`src/rtl/gpio_pinbank_pkg.sv`:
```
package gpio_pinbank_pkg;

    localparam int unsigned NPINS   = 32;
    localparam int unsigned DATA_W  = 32;
    localparam int unsigned ADDR_W  = 8;
    localparam int unsigned MUX_W   = 4;
    localparam int unsigned CFG_W   = 8;
    localparam int unsigned HALF_N  = 16;

    // register offsets
    localparam logic [ADDR_W-1:0] OFS_DIR_CLR = 8'h04;
    localparam logic [ADDR_W-1:0] OFS_DIR_SET = 8'h08;
    localparam logic [ADDR_W-1:0] OFS_OUT_CLR = 8'h14;
    localparam logic [ADDR_W-1:0] OFS_OUT_SET = 8'h18;
    localparam logic [ADDR_W-1:0] OFS_IN      = 8'h20;
    localparam logic [ADDR_W-1:0] OFS_BATCH   = 8'h28;
    localparam logic [ADDR_W-1:0] OFS_CFG     = 8'h40;

    // configuration byte fields
    localparam int unsigned CB_ROUTE = 0;
    localparam int unsigned CB_INEN  = 1;
    localparam int unsigned CB_PULL  = 2;
    localparam int unsigned CB_DRV   = 6;
    localparam logic [CFG_W-1:0] CFG_KEEP = 8'h47;

    // batch word fields
    localparam int unsigned BT_ROUTE  = 16;
    localparam int unsigned BT_INEN   = 17;
    localparam int unsigned BT_PULL   = 18;
    localparam int unsigned BT_DRV    = 22;
    localparam int unsigned BT_MUX_LO = 24;
    localparam int unsigned BT_MUX_WE = 28;
    localparam int unsigned BT_CFG_WE = 30;
    localparam int unsigned BT_HIGH   = 31;

    typedef struct packed {
        logic [HALF_N-1:0] mask;
        logic              high;
        logic              cfg_we;
        logic              mux_we;
        logic [CFG_W-1:0]  cfg;
        logic [MUX_W-1:0]  mux;
    } batch_t;

    function automatic batch_t unpack_batch(input logic [DATA_W-1:0] w);
        batch_t b;
        b.mask   = w[HALF_N-1:0];
        b.high   = w[BT_HIGH];
        b.cfg_we = w[BT_CFG_WE];
        b.mux_we = w[BT_MUX_WE];
        b.cfg    = '0;
        b.cfg[CB_ROUTE] = w[BT_ROUTE];
        b.cfg[CB_INEN]  = w[BT_INEN];
        b.cfg[CB_PULL]  = w[BT_PULL];
        b.cfg[CB_DRV]   = w[BT_DRV];
        b.mux    = w[BT_MUX_LO +: MUX_W];
        return b;
    endfunction

endpackage

```
`src/rtl/gpio_setclr_reg.sv`:
```
module gpio_setclr_reg #(
    parameter int unsigned W = 32
) (
    input  logic         clk,
    input  logic         rst_n,
    input  logic         set_we,
    input  logic         clr_we,
    input  logic [W-1:0] wdata,
    output logic [W-1:0] q
);
    logic [W-1:0] set_bits;
    logic [W-1:0] clr_bits;

    assign set_bits = set_we ? wdata : '0;
    assign clr_bits = clr_we ? wdata : '0;

    always_ff @(posedge clk or negedge rst_n) begin
        if (!rst_n) begin
            q <= '0;
        end else if (set_we || clr_we) begin
            q <= (q & ~clr_bits) | set_bits;
        end
    end
endmodule

```
`src/rtl/gpio_in_sync.sv`:
```
module gpio_in_sync #(
    parameter int unsigned W = 32
) (
    input  logic         clk,
    input  logic         rst_n,
    input  logic [W-1:0] pins,
    input  logic [W-1:0] enable,
    output logic [W-1:0] level
);
    logic [W-1:0] stage1;
    logic [W-1:0] stage2;

    always_ff @(posedge clk or negedge rst_n) begin
        if (!rst_n) begin
            stage1 <= '0;
            stage2 <= '0;
        end else begin
            stage1 <= pins;
            stage2 <= stage1;
        end
    end

    assign level = stage2 & enable;
endmodule

```
`src/rtl/gpio_cfg_bank.sv`:
```
module gpio_cfg_bank
    import gpio_pinbank_pkg::*;
#(
    parameter int unsigned PINS = 32,
    localparam int unsigned WORDS  = PINS / 4,
    localparam int unsigned WIDX_W = $clog2(WORDS)
) (
    input  logic                    clk,
    input  logic                    rst_n,
    input  logic                    word_we,
    input  logic [WIDX_W-1:0]       word_idx,
    input  logic [3:0]              be,
    input  logic [DATA_W-1:0]       wdata,
    input  logic                    batch_we,
    input  batch_t                  batch,
    output logic [PINS*CFG_W-1:0]   cfg_q,
    output logic [PINS*MUX_W-1:0]   mux_q
);
    for (genvar p = 0; p < PINS; p++) begin : g_pin
        localparam int unsigned LANE = p % 4;
        localparam int unsigned WORD = p / 4;
        localparam int unsigned SLOT = p % HALF_N;
        localparam bit          UPPER = (p >= HALF_N);

        logic bus_hit;
        logic sel_hit;
        logic cfg_hit;
        logic mux_hit;

        assign bus_hit = word_we && (word_idx == WIDX_W'(WORD)) && be[LANE];
        assign sel_hit = batch_we && (batch.high == UPPER) && batch.mask[SLOT];
        assign cfg_hit = sel_hit && batch.cfg_we;
        assign mux_hit = sel_hit && batch.mux_we;

        always_ff @(posedge clk or negedge rst_n) begin
            if (!rst_n) begin
                cfg_q[p*CFG_W +: CFG_W] <= '0;
            end else if (bus_hit) begin
                cfg_q[p*CFG_W +: CFG_W] <= wdata[LANE*CFG_W +: CFG_W] & CFG_KEEP;
            end else if (cfg_hit) begin
                cfg_q[p*CFG_W +: CFG_W] <= batch.cfg;
            end
        end

        always_ff @(posedge clk or negedge rst_n) begin
            if (!rst_n) begin
                mux_q[p*MUX_W +: MUX_W] <= '0;
            end else if (mux_hit) begin
                mux_q[p*MUX_W +: MUX_W] <= batch.mux;
            end
        end
    end
endmodule

```
`src/rtl/gpio_pinbank.sv`:
```
module gpio_pinbank
    import gpio_pinbank_pkg::*;
#(
    parameter int unsigned PINS = NPINS,
    localparam int unsigned WIDX_W = $clog2(PINS / 4)
) (
    input  logic                  clk,
    input  logic                  rst_n,
    input  logic                  bus_sel,
    input  logic                  bus_wr,
    input  logic [ADDR_W-1:0]     bus_addr,
    input  logic [3:0]            bus_be,
    input  logic [DATA_W-1:0]     bus_wdata,
    output logic [DATA_W-1:0]     bus_rdata,
    input  logic [PINS-1:0]       pin_in,
    output logic [PINS-1:0]       dir_o,
    output logic [PINS-1:0]       out_o,
    output logic [PINS-1:0]       pull_en_o,
    output logic [PINS-1:0]       pull_up_o,
    output logic [PINS-1:0]       drv_strong_o,
    output logic [PINS-1:0]       pmux_en_o,
    output logic [PINS*MUX_W-1:0] pmux_sel_o
);
    logic                   wr_cyc;
    logic                   rd_cyc;
    logic                   cfg_region;
    logic [WIDX_W-1:0]      cfg_idx;
    logic [PINS*CFG_W-1:0]  cfg_q;
    logic [PINS-1:0]        in_enable;
    logic [PINS-1:0]        in_level;
    batch_t                 batch;

    assign wr_cyc     = bus_sel && bus_wr;
    assign rd_cyc     = bus_sel && !bus_wr;
    assign cfg_region = ({1'b0, bus_addr} >= {1'b0, OFS_CFG})
                     && ({1'b0, bus_addr} <  ({1'b0, OFS_CFG} + 9'(PINS)));
    assign cfg_idx    = bus_addr[WIDX_W+1:2];
    assign batch      = unpack_batch(bus_wdata);

    gpio_setclr_reg #(.W(PINS)) u_dir (
        .clk    (clk),
        .rst_n  (rst_n),
        .set_we (wr_cyc && bus_addr == OFS_DIR_SET),
        .clr_we (wr_cyc && bus_addr == OFS_DIR_CLR),
        .wdata  (bus_wdata[PINS-1:0]),
        .q      (dir_o)
    );

    gpio_setclr_reg #(.W(PINS)) u_out (
        .clk    (clk),
        .rst_n  (rst_n),
        .set_we (wr_cyc && bus_addr == OFS_OUT_SET),
        .clr_we (wr_cyc && bus_addr == OFS_OUT_CLR),
        .wdata  (bus_wdata[PINS-1:0]),
        .q      (out_o)
    );

    gpio_cfg_bank #(.PINS(PINS)) u_cfg (
        .clk      (clk),
        .rst_n    (rst_n),
        .word_we  (wr_cyc && cfg_region),
        .word_idx (cfg_idx),
        .be       (bus_be),
        .wdata    (bus_wdata),
        .batch_we (wr_cyc && bus_addr == OFS_BATCH),
        .batch    (batch),
        .cfg_q    (cfg_q),
        .mux_q    (pmux_sel_o)
    );

    gpio_in_sync #(.W(PINS)) u_sync (
        .clk    (clk),
        .rst_n  (rst_n),
        .pins   (pin_in),
        .enable (in_enable),
        .level  (in_level)
    );

    for (genvar p = 0; p < PINS; p++) begin : g_pad
        assign in_enable[p]    = cfg_q[p*CFG_W + CB_INEN];
        assign pull_en_o[p]    = cfg_q[p*CFG_W + CB_PULL];
        assign drv_strong_o[p] = cfg_q[p*CFG_W + CB_DRV];
        assign pmux_en_o[p]    = cfg_q[p*CFG_W + CB_ROUTE];
        assign pull_up_o[p]    = out_o[p];
    end

    always_comb begin
        bus_rdata = '0;
        if (rd_cyc) begin
            case (bus_addr)
                OFS_DIR_CLR, OFS_DIR_SET: bus_rdata = DATA_W'(dir_o);
                OFS_OUT_CLR, OFS_OUT_SET: bus_rdata = DATA_W'(out_o);
                OFS_IN:                   bus_rdata = DATA_W'(in_level);
                default: begin
                    if (cfg_region) begin
                        bus_rdata = cfg_q[int'(cfg_idx)*DATA_W +: DATA_W];
                    end
                end
            endcase
        end
    end
endmodule

```
`config.mk`:
```
export PLATFORM = sky130hd
export DESIGN_NAME = gpio_pinbank
export DESIGN_NICKNAME = d
export VERILOG_FILES = /design/src/rtl/gpio_pinbank_pkg.sv /design/src/rtl/gpio_setclr_reg.sv /design/src/rtl/gpio_in_sync.sv /design/src/rtl/gpio_cfg_bank.sv /design/src/rtl/gpio_pinbank.sv
export SDC_FILE = /design/constraint.sdc
export NUM_CORES = 1
export LEC_CHECK = 0
export BUFFER_PORTS_ARGS = -buffer_cell sky130_fd_sc_hd__buf_2
export CORE_ASPECT_RATIO = 1.4
export CORE_MARGIN = 4
export CORE_UTILIZATION = 43
export CTS_BUF_LIST = sky130_fd_sc_hd__clkbuf_4
export CTS_CLUSTER_DIAMETER = 150
export DETAILED_ROUTE_END_ITERATION = 16
export PLACE_DENSITY = 0.7
export SETUP_SLACK_MARGIN = 0.02
export SLEW_MARGIN = 20
export SYNTH_ARGS = -nofsm -noshare
export SYNTH_HDL_FRONTEND = slang
export SYNTH_SLANG_ARGS = --single-unit
export TNS_END_PERCENT = 1
```
`constraint.sdc`:
```
create_clock -name clk -period 3.5 [get_ports clk]
set_clock_uncertainty 0.15 [all_clocks]
set_input_delay 0.525 -clock clk [delete_from_list [all_inputs] [get_ports clk]]
set_output_delay 0.525 -clock clk [all_outputs]
set_load 0.02 [all_outputs]
```
==> PnR_summary.wiki, run 1 <==
{| class="wikitable"
! Metric !! Value
|-
| Antenna violations before repair || 4
|-
| Worst Hold Margin || 0.0746 ns
|-
| Clock buffers created by TritonCTS || 95
|-
| Data arrival, critical path || 2.50 ns
|-
| Type of the tightest min-delay check || input port to register
|-
| Commonest cells after routing, fill and taps aside || buf_2, dfrtp_1, mux2_2
|-
| Maximum level of the CTS H-tree || 3
|-
| Clock tree from TritonCTS || built
|-
| RSZ-0062 raised after global routing || no
|-
| P_sw || 2.68 mW
|-
| Area added between synthesis and finish || 19.6%
|-
| Async SR Flop Fraction || 100%
|-
| Number of global-route vias before repair || 15,400
|-
| Register-to-Register Path Depth || 2
|-
| Final routed wirelength across all metal layers || 67.3 mm
|-
| Start point of the critical path || u_cfg.cfg_q[166]
|-
| Library cell with the largest summed area after synthesis || dfrtp_1
|-
| Mapped Cells || 1,547
|-
| Minimum period implied by the final worst setup slack || 3.18 ns
|-
| Layout cell share with drive strength beyond 1 || 42.3%
|-
| Fmax || 315 MHz
|-
| Sequential cell fraction of total power || 50.2%
|-
| Post-DP HPWL || 47.5 mm
|-
| Clk slew on worst S/H paths || 0.07 ns
|-
| Worst slew margin relative to its limit || 31.3%
|-
| Total non-filler cell area in the finished layout || 21,600 um^2
|-
| Wire length of the first global-routing pass || 100 mm
|-
| Startpoint of the lowest-slack register-to-register path || u_cfg.cfg_q[169]
|-
| Pwr Density || 440 nW/um^2
|-
| Worst setup EP type || output port
|-
| Count of different cell masters after synthesis || 54
|-
| Starting Density || 43.7%
|-
| Routability congestion estimate || 0.988
|-
| Number of DRC violations after detailed-routing iteration 0 || 1,523
|-
| Leading post-synthesis cells by cell area || dfrtp_1, mux2_2, buf_4
|-
| Post-cts gate resize count || 0
|-
| Synth Cell Area || 18,100 um^2
|-
| Seq cells post-synth || 384
|-
| Type of origin of the critical path || register
|-
| Floorplan core area || 41,400 um^2
|-
| Setup CP Type || register to output port
|-
| Required time reported for the critical path endpoint || 2.82 ns
|-
| Cell internal power dissipation || 6.85 mW
|-
| Die area || 45,500 um^2
|-
| Net count after synthesis || 1,627
|-
| Portion of the post-synthesis area used by sequential elements || 53.1%
|-
| Most heavily used metal layer in global routing || met2
|-
| Final count of hold timing violations || 0
|-
| M1 GR Usage || 35.4%
|-
| Post-DR wirelength/cell || 26.7 um
|-
| I/O pin count || 432
|-
| Post-place instance area || 19,900 um^2
|-
| # DRC || 0
|-
| Overflow left after global routing || 0
|-
| Aggregate negative setup slack || 0 ns
|-
| Setup slack of the most critical reg-to-reg path || 2.34 ns
|-
| Actual slew at the worst max-slew pin || 1.03 ns
|-
| HP Start || bus_be[1]
|-
| DR pass1 iterations || 8
|-
| Avg Cell Area, Syn || 11.7 um^2
|-
| Fraction of power consumed by the clock network || 39.1%
|-
| Run status || finished, final reports clean
|-
| Maximum number of pins on one net before global-route repair || 108
|-
| Total setup violations reported at the end of the flow || 0
|-
| Final net count || 1,997
|-
| Number of enable-type register cells in the synthesized netlist || 0
|-
| Critical Path Sink || bus_rdata[6]
|-
| Peak supply drop || 0.000310 V
|-
| Skew-Pair Late Insertion Delay || 0.77 ns
|-
| Most common library cell in the layout ignoring fill and taps || buf_2
|-
| Fraction of power spent switching nets || 28.1%
|-
| Part of the cycle the worst path needs || 90.8%
|-
| Clock sink total || 384
|-
| Master cell of the clock root buffer || clkbuf_4
|-
| Logic gate share of total power || 10.7%
|-
| Reported leakage power || 11.2 nW
|-
| Horizontal extent of the die || 181 um
|-
| Met3 capacity usage during global routing || 6.13%
|-
| Top-area cell type share of the netlist area || 53.1%
|-
| Number of antenna-violating nets in the routed design || 0
|-
| Site Rows || 88
|-
| Total track usage || 29.0%
|-
| Maximum clock path buffer count || 3
|-
| End of the worst register-to-register path || u_cfg.cfg_q[169]
|-
| Worst Path Max Fanout || 3
|-
| Y dimension of the die || 251 um
|-
| Post-detailed-route via-to-cell ratio || 5.94
|-
| Met2 global-route usage || 48.4%
|-
| Number of max-slew violations in the final report || 0
|-
| Number of max-cap violations || 0
|-
| Total vias in the final route || 15,000
|-
| Number of buffers added on ports || 431
|-
| Most instantiated flip-flop cell in the synthesis netlist || dfrtp_1
|-
| Synthesis warning total || 0
|}
area by class of cell:
| cell class | count | area [um^2] |
|---|---|---|
| clock buffers | 132 | 991 |
| repair buffers | 529 | 3140 |
| inverters | 15 | 56.3 |
| clock inverters | 24 | 164 |
| multi-input cells | 892 | 6990 |
| diodes | 5 | 12.5 |
| flip-flops and latches | 384 | 9610 |
| fillers | 3739 | 19800 |
| well taps | 540 | 676 |
layer usage:
metal,part of all wire (%),wire length (um),up-vias
met1,37,24800,7531
met3,8.7,5880,176
met5,0,0,-
met4,5.2,3530,0
li1,-,-,6311
met2,49,33200,952
cell families (layout without fill, tap and decap cells):
| group | Yosys count | after routing | share of synthesized area [%] |
|---|---|---|---|
| compound gates | 298 | 298 | 11.5 |
| other cells | 0 | 5 | 0 |
| simple gates | 344 | 344 | 9.80 |
| buf+inv | 271 | 700 | 8.53 |
| xor+xnor | 1 | 1 | 0.0484 |
| mux | 249 | 249 | 17.0 |
| flops | 384 | 384 | 53.1 |
Yosys cell counts, types with 3 or more instances:
library cell / n
nor2_1: 82
and2_1: 15
clkbuf_1: 92
o21ai_0: 45
a31oi_1: 35
mux2i_1: 58
a32oi_1: 23
or4_1: 3
buf_4: 129
nor3b_1: 5
nor3_2: 13
a22o_1: 64
mux4_2: 31
o211ai_1: 13
nand4_1: 12
buf_2: 26
nand2_1: 92
and3b_1: 9
a222oi_1: 13
buf_1: 7
and4_1: 4
o22a_1: 10
nor3_1: 5
mux2_2: 160
a21boi_0: 10
inv_1: 14
a21oi_1: 59
nand3_1: 85
dfrtp_1: 384
o22ai_1: 16
power groups by stage:
stage	combinational, mW	sequential (mW)	clock, mW
floorplan	0.623	4.80	0
global placement	0.962	4.85	0
detailed placement	0.978	4.86	0
CTS	1.03	4.78	3.81
global route	1.09	4.79	4.01
finish	1.02	4.78	3.72
worst min-delay path by stage:
stage / endpoint / slack [ns] / cells past startpoint
2_1_floorplan: u_cfg.cfg_q[0] / 0.08 / 0
3_3_place_gp: u_sync.stage2[13] / 0.18 / 0
3_5_place_dp: u_sync.stage2[6] / 0.18 / 0
4_1_cts: u_cfg.cfg_q[174] / 0.004 / 3
5_1_grt: u_cfg.cfg_q[1] / 0.07 / 4
6_report: u_cfg.cfg_q[174] / 0.07 / 3
metrics by stage:
stage / power [mW] / instances / utilization (%) / worst slack (ns)
floorplan: 5.43 / 1547 / - / 0.455
global placement: 5.82 / 2309 / 48.2 / 0.383
detailed placement: 5.84 / 2309 / 48.2 / 0.339
CTS: 9.61 / 2515 / 52.2 / 0.215
global route: 9.90 / 2519 / 52.3 / 0.209
finish: 9.52 / 2521 / 52.3 / 0.323
critical path, cell delays in order (launching register included):
cell and delay (ns):
dfrtp_1 0.45, mux4_2 0.46, mux2i_1 0.42, o22ai_1 0.15, buf_2 0.19
timing repair:
action                                  CTS  global route
buffers inserted                          0             0
endpoints found under the hold margin   327             0
endpoints found under the setup margin    0             0
hold buffers                             50             0
flip-flops by register name, indices dropped and copies added (netlist names):
register	count
u_sync.stage2	32
u_dir.q	32
u_cfg.mux_q	128
u_out.q	32
u_sync.stage1	32
u_cfg.cfg_q	128
(Power assumes the default switching activity.)
==> run 2, diff against run 1 <==
- PLACE_DENSITY: 0.7 -> 0.68
==> run 2 against run 1 <==
Effect of this change:
- clock power is 5% higher
- largest power group unchanged
- cell area rose by 0.77%
- die area unchanged
- highest routed layer is now met5
- core utilization grew 0.40 points
- critical path depth is 3 higher
- worst setup slack lost 0.086 ns
- non-clock buffer count up 10
==> PnR_summary.wiki, run 2 (synthesis results as in run 1) <==
{| class="wikitable"
! Metric !! Value
|-
| Largest stage delay on the critical path || 0.59 ns
|-
| Maximum level of the CTS H-tree || 3
|-
| Number of global-route vias before repair || 15,500
|-
| Commonest cells after routing, fill and taps aside || buf_2, dfrtp_1, mux2_2
|-
| Area added between synthesis and finish || 20.5%
|-
| # DRC || 0
|-
| Aggregate negative setup slack || 0 ns
|-
| Layout cell share with drive strength beyond 1 || 42.3%
|-
| Number of DRC violations after detailed-routing iteration 0 || 1,507
|-
| Floorplan core area || 41,400 um^2
|-
| Worst slew margin relative to its limit || 30.7%
|-
| Startpoint of the lowest-slack register-to-register path || u_cfg.cfg_q[169]
|-
| Y dimension of the die || 251 um
|-
| DR pass1 iterations || 6
|-
| Antenna violations before repair || 3
|-
| Routed length on met3 || 6.35 mm
|-
| RSZ-0062 raised after global routing || no
|-
| Maximum number of pins on one net before global-route repair || 97
|-
| Overflow left after global routing || 0
|-
| Wire length of the first global-routing pass || 101 mm
|-
| Top routing layer in use || met5
|-
| CP cell instances || buf_2 -> or4b_1 -> nor2_4 -> o21ai_4 -> buf_4 -> o22ai_1 -> buf_2
|-
| Site Rows || 88
|-
| Fmax || 307 MHz
|-
| Start point of the critical path || bus_addr[4]
|-
| Run status || finished, final reports clean
|-
| Post-detailed-route via-to-cell ratio || 5.92
|-
| Final count of hold timing violations || 0
|-
| Register-to-Register Path Depth || 3
|-
| Final routed wirelength across all metal layers || 67.6 mm
|-
| Data arrival, critical path || 2.59 ns
|-
| Post-place instance area || 20,000 um^2
|-
| Non-filler cells, final || 2,538
|-
| Critical Path Sink || bus_rdata[25]
|-
| Number of max-cap violations || 0
|-
| Setup CP Type || input port to output port
|-
| Peak supply drop || 0.000305 V
|-
| Worst Path Max Fanout || 18
|-
| Routability congestion estimate || 0.903
|-
| Total non-filler cell area in the finished layout || 21,800 um^2
|-
| Final net count || 2,009
|-
| Type of the tightest min-delay check || input port to register
|-
| Met2 wire len || 33.4 mm
|-
| Post-DR wirelength/cell || 26.6 um
|-
| Master cell of the clock root buffer || clkbuf_4
|-
| Clock tree from TritonCTS || built
|-
| Number of max-slew violations in the final report || 0
|-
| Most common library cell in the layout ignoring fill and taps || buf_2
|-
| Reported leakage power || 11.3 nW
|-
| Clock sink total || 384
|-
| Clock buffers created by TritonCTS || 97
|-
| Number of antenna-violating nets in the routed design || 0
|-
| Post-DP HPWL || 47.4 mm
|-
| Clk slew on worst S/H paths || 0.06 ns
|-
| M1 WL || 24.5 mm
|-
| Actual slew at the worst max-slew pin || 1.04 ns
|-
| Registers with the most flip-flops || u_cfg.cfg_q (128), u_cfg.mux_q (128)
|-
| Total vias in the final route || 15,000
|-
| End of the worst register-to-register path || u_cfg.cfg_q[169]
|-
| Type of origin of the critical path || input port
|-
| Required time reported for the critical path endpoint || 2.82 ns
|-
| Total setup violations reported at the end of the flow || 0
|-
| Die area || 45,500 um^2
|-
| Critical path's most frequent cell || buf_2
|-
| Setup slack of the most critical reg-to-reg path || 1.81 ns
|-
| PnR Total Power || 9.70 mW
|-
| Maximum clock path buffer count || 3
|-
| Part of the cycle the worst path needs || 93.2%
|-
| Number of fill cells || 3,707
|-
| Slowest-stage cell, CP || or4b_1
|-
| Starting Density || 43.7%
|-
| I/O pin count || 432
|-
| Pwr Density || 445 nW/um^2
|-
| Number of buffers added on ports || 431
|-
| DP Cell Count || 2,312
|-
| Worst setup EP type || output port
|-
| Skew-Pair Late Insertion Delay || 0.79 ns
|-
| Minimum period implied by the final worst setup slack || 3.26 ns
|-
| Total track usage || 29.1%
|-
| Horizontal extent of the die || 181 um
|}
run 2: cell types whose count changed in the layout (fill, tap and decap cells not counted), moves of 2 or more:
| cell | change |
|---|---|
| clkinv_2 | +8 |
| dlygate4sd3_1 | +8 |
| clkbuf_4 | -3 |
| clkinv_1 | +3 |
| diode_2 | -3 |
| buf_12 | +2 |
run 2: timing repair:
| action | CTS | global route |
|---|---|---|
| buffers inserted | 0 | 0 |
| gates resized for setup | 0 | 0 |
| hold endpoints to repair | 191 | 0 |
| hold buffers | 58 | 0 |
| setup endpoints to repair | 0 | 0 |
run 2: final cells by class:
cell class	count	area (um^2)	area share, %
flip-flops and latches	384	9610	44.1
clock buffers	129	968	4.44
repair buffers	539	3240	14.8
diodes	2	5.00	0.0230
clock inverters	37	254	1.16
inverters	15	56.3	0.258
multi-input cells	892	7000	32.1
well taps	540	676	3.10
run 2: worst min-delay path by stage:
stage               cells after the start  slack, ns           endpoint              start
detailed placement                      0       0.18  u_sync.stage2[26]  u_sync.stage1[26]
global placement                        0       0.18   u_sync.stage2[3]   u_sync.stage1[3]
global route                            4       0.06   u_cfg.cfg_q[225]       bus_wdata[1]
finish                                  4       0.08    u_cfg.cfg_q[33]       bus_wdata[1]
CTS                                     4      0.002    u_cfg.cfg_q[65]       bus_wdata[1]
floorplan                               0       0.08     u_cfg.cfg_q[0]              rst_n
run 2: where the power goes:
| part | leakage [nW] | switching, mW | internal (mW) |
|---|---|---|---|
| Sequential | 5.17 | 0.170 | 4.61 |
| Combinational | 5.42 | 0.667 | 0.367 |
| Clock | 0.725 | 1.94 | 1.95 |
| Total | 11.3 | 2.77 | 6.93 |
run 2: routing by layer:
metal	global-route usage, %	vias up
li1	-	6338
met3	6.55	188
met1	35.7	7553
met4	14.3	2
met5	0	-
met2	48.5	946
run 2: stage by stage:
stage / hold WS (ns) / setup slack (ns) / util (%)
floorplan: 0.0794 / 0.455 / -
global placement: 0.182 / 0.267 / 48.3
detailed placement: 0.185 / 0.231 / 48.3
CTS: 0.00193 / 0.220 / 52.7
global route: 0.0622 / 0.172 / 52.7
finish: 0.0761 / 0.237 / 52.7
run 2: critical path, delay by kind of cell:
family	cells	cell delay, ns
AND/OR/NAND/NOR	2	0.91
buffers and inverters	3	0.67
AO/OA/AOI/OAI	2	0.46
